File: src/rtl/squelch_ctl.sv
module squelch_ctl #(
  parameter int MIN_SPAN   = 5,
  parameter int MAX_SPAN   = 25,
  parameter int SOI_CYCLES = 16
) (
  input  logic clk,
  input  logic rst_n,
  input  logic pos_flag,
  input  logic neg_flag,
  output logic squelch,
  output logic crs
);
  localparam int TW = $clog2(MAX_SPAN + 2);
  localparam int SW = $clog2(SOI_CYCLES + 1);
  localparam logic [TW-1:0] SPAN_LO = TW'(MIN_SPAN);
  localparam logic [TW-1:0] SPAN_HI = TW'(MAX_SPAN);
  localparam logic [SW-1:0] SOI_END = SW'(SOI_CYCLES - 1);

  logic          pos_q, neg_q, active, last_pol;
  logic [1:0]    seq_cnt;
  logic [TW-1:0] span;
  logic [SW-1:0] soi_run;

  wire clash    = pos_flag & neg_flag;
  wire rise_p   = pos_flag & ~pos_q & ~neg_flag;
  wire rise_n   = neg_flag & ~neg_q & ~pos_flag;
  wire hit      = rise_p | rise_n;
  wire stale    = (seq_cnt != 2'd0) && (span > SPAN_HI);
  wire [1:0] live_cnt = stale ? 2'd0 : seq_cnt;
  wire alt      = (live_cnt != 2'd0) && (rise_p != last_pol);
  wire in_win   = (span >= SPAN_LO) && (span <= SPAN_HI);
  wire third_ok = hit && alt && (live_cnt == 2'd2) && in_win;
  wire soi_hold = pos_flag & ~neg_flag;
  wire soi_done = soi_hold && (soi_run == SOI_END);

  assign crs     = active;
  assign squelch = ~active;

  always_ff @(posedge clk or negedge rst_n) begin
    if (!rst_n) begin
      pos_q    <= 1'b0;
      neg_q    <= 1'b0;
      active   <= 1'b0;
      last_pol <= 1'b0;
      seq_cnt  <= 2'd0;
      span     <= '0;
      soi_run  <= '0;
    end else begin
      pos_q <= pos_flag;
      neg_q <= neg_flag;
      if (active) begin
        seq_cnt <= 2'd0;
        span    <= '0;
        if (soi_done) begin
          active  <= 1'b0;
          soi_run <= '0;
        end else if (soi_hold) begin
          soi_run <= soi_run + 1'b1;
        end else begin
          soi_run <= '0;
        end
      end else begin
        soi_run <= '0;
        if (seq_cnt != 2'd0 && span <= SPAN_HI) span <= span + 1'b1;
        if (clash) begin
          seq_cnt <= 2'd0;
        end else if (hit) begin
          last_pol <= rise_p;
          if (third_ok) begin
            active  <= 1'b1;
            seq_cnt <= 2'd0;
          end else if (alt && live_cnt == 2'd1) begin
            seq_cnt <= 2'd2;
          end else begin
            seq_cnt <= 2'd1;
            span    <= TW'(1);
          end
        end else if (stale) begin
          seq_cnt <= 2'd0;
        end
      end
    end
  end
endmodule


File: config.mk
export PLATFORM = sky130hd
export DESIGN_NAME = squelch_ctl
export DESIGN_NICKNAME = d
export VERILOG_FILES = /design/src/rtl/squelch_ctl.sv
export SDC_FILE = /design/constraint.sdc
export NUM_CORES = 1
export LEC_CHECK = 0
export BUFFER_PORTS_ARGS = -buffer_cell sky130_fd_sc_hd__buf_2
export CAP_MARGIN = 40
export CORE_UTILIZATION = 45
export DETAILED_ROUTE_END_ITERATION = 10
export PLACE_DENSITY_LB_ADDON = 0.15
export SLEW_MARGIN = 40
export SYNTH_ARGS = -nofsm -noshare
export SYNTH_HDL_FRONTEND = slang
export SYNTH_SLANG_ARGS = --single-unit
File: constraint.sdc
create_clock -name clk -period 3.9 [get_ports clk]
set_clock_uncertainty 0.1 [all_clocks]
set_input_delay 0.78 -clock clk [delete_from_list [all_inputs] [get_ports clk]]
set_output_delay 0.78 -clock clk [all_outputs]
set_load 0.02 [all_outputs]
==> results_dict.tcl <==
set metrics [dict create \
    finalNetCount 102 \
    fill_cells 175 \
    peakVddDrop_uv 267.8 \
    synth_warnings 0 \
    finalNonFillerCells 118 \
    rsz0062_at_grt "no" \
    cts_tree "built" \
    setup_ws_ps 1826 \
    cts_sinks 16 \
    wl_um 1588 \
    die_area_sq_mm 0.002191 \
    synth_simple_gate_area_frac 0.2175 \
    synth_top_family_by_area "simple AND/OR/NAND/NOR gates" \
    antenna_cells 0 \
    path_max_fanout 12 \
    grt_pass1_vias 655 \
    first_pass_iters 6 \
    routed_via_density 5.576 \
    multi_input_area_sq_um 484.2 \
    dpl_worst_slack_ps 1788 \
    dp_cells 114 \
    yosysUniqueCellTypes 39 \
    cts_buffers 3 \
    clkSlewWorstSetupHoldPaths_ps 90 \
    status "completed" \
    setup_violations 0 \
    critPathRequiredTime_ps 3020 \
    rr_endpoint "soi_run[3]$_DFF_PN0_" \
    ys_ff_latch 16 \
    cp-start-kind "flip-flop" \
    hpwl_um 1193 \
    end_kind "output port" \
    seqCellArea_sq_um 400.4 \
    die_h_um 46.81 \
    io_buffer_count 5 \
    tightest_slew_ps 392.5 \
    vias 658 \
    drt_iter0_drc 11 \
    syn2layout_area_growth_pct 9.834 \
    synthCells 85 \
    synth-edff-count 0 \
    grt_max_degree 17 \
    cellPowerDensity_mw_per_mm2 467.0 \
    clockBufferDepth 2 \
    clock.fmax_mhz 482.2 \
    ant_nets 0 \
    finalHoldViolCount 0 \
    worst-setup-path-type "flip-flop to output port" \
    r2r-start "soi_run[0]$_DFF_PN0_" \
    num_rows 15 \
    start_util 0.5014 \
    die_w_um 46.81 \
    grtUsageTotal 0.1824 \
    avgRoutedWirePerCell_um 13.46 \
    tns_ps 0 \
    syn_area_sq_um 903.4 \
    synthArstFlopShare 1.000 \
    seq_area_frac_synth 0.4432 \
    cts_root_buf "clkbuf_4" \
    finish.utilization 0.5507 \
    rr_worst_depth 5 \
    avgSynthCellArea_sq_um 10.63 \
    clk_latency_ps 290 \
    critPathArrivalTime_ps 1190 \
    antenna_found_initial 0 \
    period_share 0.5318 \
    slew_viol_final 0 \
    p_leak_nw 0.4206 \
    cts_setup_buffers 0 \
    grt_pass1_wl_um 2780 \
    synth-xor-area-share 0.04709 \
    drive_above_1_share 0.2043 \
    core_sq_mm 0.001802 \
    r2r_setup_slack_ps 1980 \
    relSlewSlack 0.7383 \
    syn_nets 93 \
    overflow 0 \
    synth_compound_area_frac 0.1925 \
    finalWorstPathRequiredPeriod_ps 2074 \
    cts_resized 0 \
    hold_buffers 0 \
    hold_path_class "primary input to asynchronous set/reset pin" \
    synth_mux_area_frac 0.02355 \
    drv_cap 0 \
    ios 6 \
    ys.flop_type "dfrtp_1" \
    drc 0 \
    synthAdderAreaFrac 0.05540 \
    cts_max_level 1 \
    gp_congestion 0.8267 \
]
[how the worst max path moves through the flow]
stage                        from                end
floorplan                neg_flag  span[0]$_DFF_PN0_
global placement         pos_flag  span[0]$_DFF_PN0_
detailed placement       neg_flag  span[0]$_DFF_PN0_
CTS                 crs$_DFF_PN0_            squelch
global route        crs$_DFF_PN0_            squelch
finish              crs$_DFF_PN0_            squelch
[cell type report]
type                            count  share of cell area
Clock buffer                        4             0.03657
Multi-Input combinational cell     64              0.4880
Timing Repair Buffer                5             0.02522
Tap cell                           25             0.03153
Sequential cell                    16              0.4035
Inverter                            4             0.01513
[registers in the layout, indices dropped and copies added, names as in the netlist]
name      cells
span          5
neg_q         1
soi_run       5
seq_cnt       2
last_pol      1
pos_q         1
crs           1
[placed cells by master, fill, tap and decap left out, types with 3 or more instances in the layout]
| cell type | count |
|---|---|
| a21oi_1 | 3 |
| and3_1 | 3 |
| buf_2 | 5 |
| clkbuf_4 | 3 |
| dfrtp_1 | 16 |
| ha_1 | 4 |
| inv_1 | 4 |
| nand2_1 | 5 |
| nand2b_1 | 3 |
| nor2_1 | 9 |
| nor3_1 | 5 |
[power by group]
part / switching (mW) / internal (mW) / total (mW)
sequential: 0.0393 / 0.190 / 0.229
combinational: 0.0614 / 0.0626 / 0.124
clock: 0.0535 / 0.0569 / 0.110
total: 0.154 / 0.309 / 0.463
[kinds of logic (layout without fill, tap and decap cells)]
kind of cell | Yosys count | after routing
adder cells (fa/ha/maj) | 4 | 4
AND/OR/NAND/NOR | 34 | 34
buffers and inverters | 5 | 13
flip-flops | 16 | 16
multiplexers | 2 | 2
AO/OA/AOI/OAI | 20 | 20
XOR/XNOR | 4 | 4
[per-stage QoR]
stage	cell area (sq um)	power, mW	hold slack [ps]
after floorplan	903.4	0.3239	332.9
after global placement	955.9	0.3533	353.5
after detailed placement	955.9	0.3556	360.9
after CTS	992.2	0.4682	286.7
after global routing	992.2	0.4953	309.8
final	992.2	0.4633	282.0
[critical path, stage by stage (launching register included)]
cell	delay (ps)
dfrtp_1	590
inv_1	130
buf_2	180
[metal layers]
metal  vias to the layer above  wire, um  track usage
li1                        326         -            -
met1                       324       736       0.2178
met2                         6       799       0.3250
met3                         2        32      0.03462
met4                         0        19      0.06857
met5                         -         0            0
[Yosys cell counts (2+ instances only)]
master | instances | area [sq um]
nor3_1 | 5 | 25.02
o21ai_0 | 2 | 10.01
inv_1 | 4 | 15.01
xnor2_1 | 2 | 17.52
nand2_1 | 5 | 18.77
and3_1 | 3 | 18.77
nor2_1 | 9 | 33.78
a21oi_1 | 3 | 15.01
dfrtp_1 | 16 | 400.4
ha_1 | 4 | 50.05
nand2b_1 | 3 | 18.77
o21ba_2 | 2 | 20.02
Power figures use the tool's default switching activity.
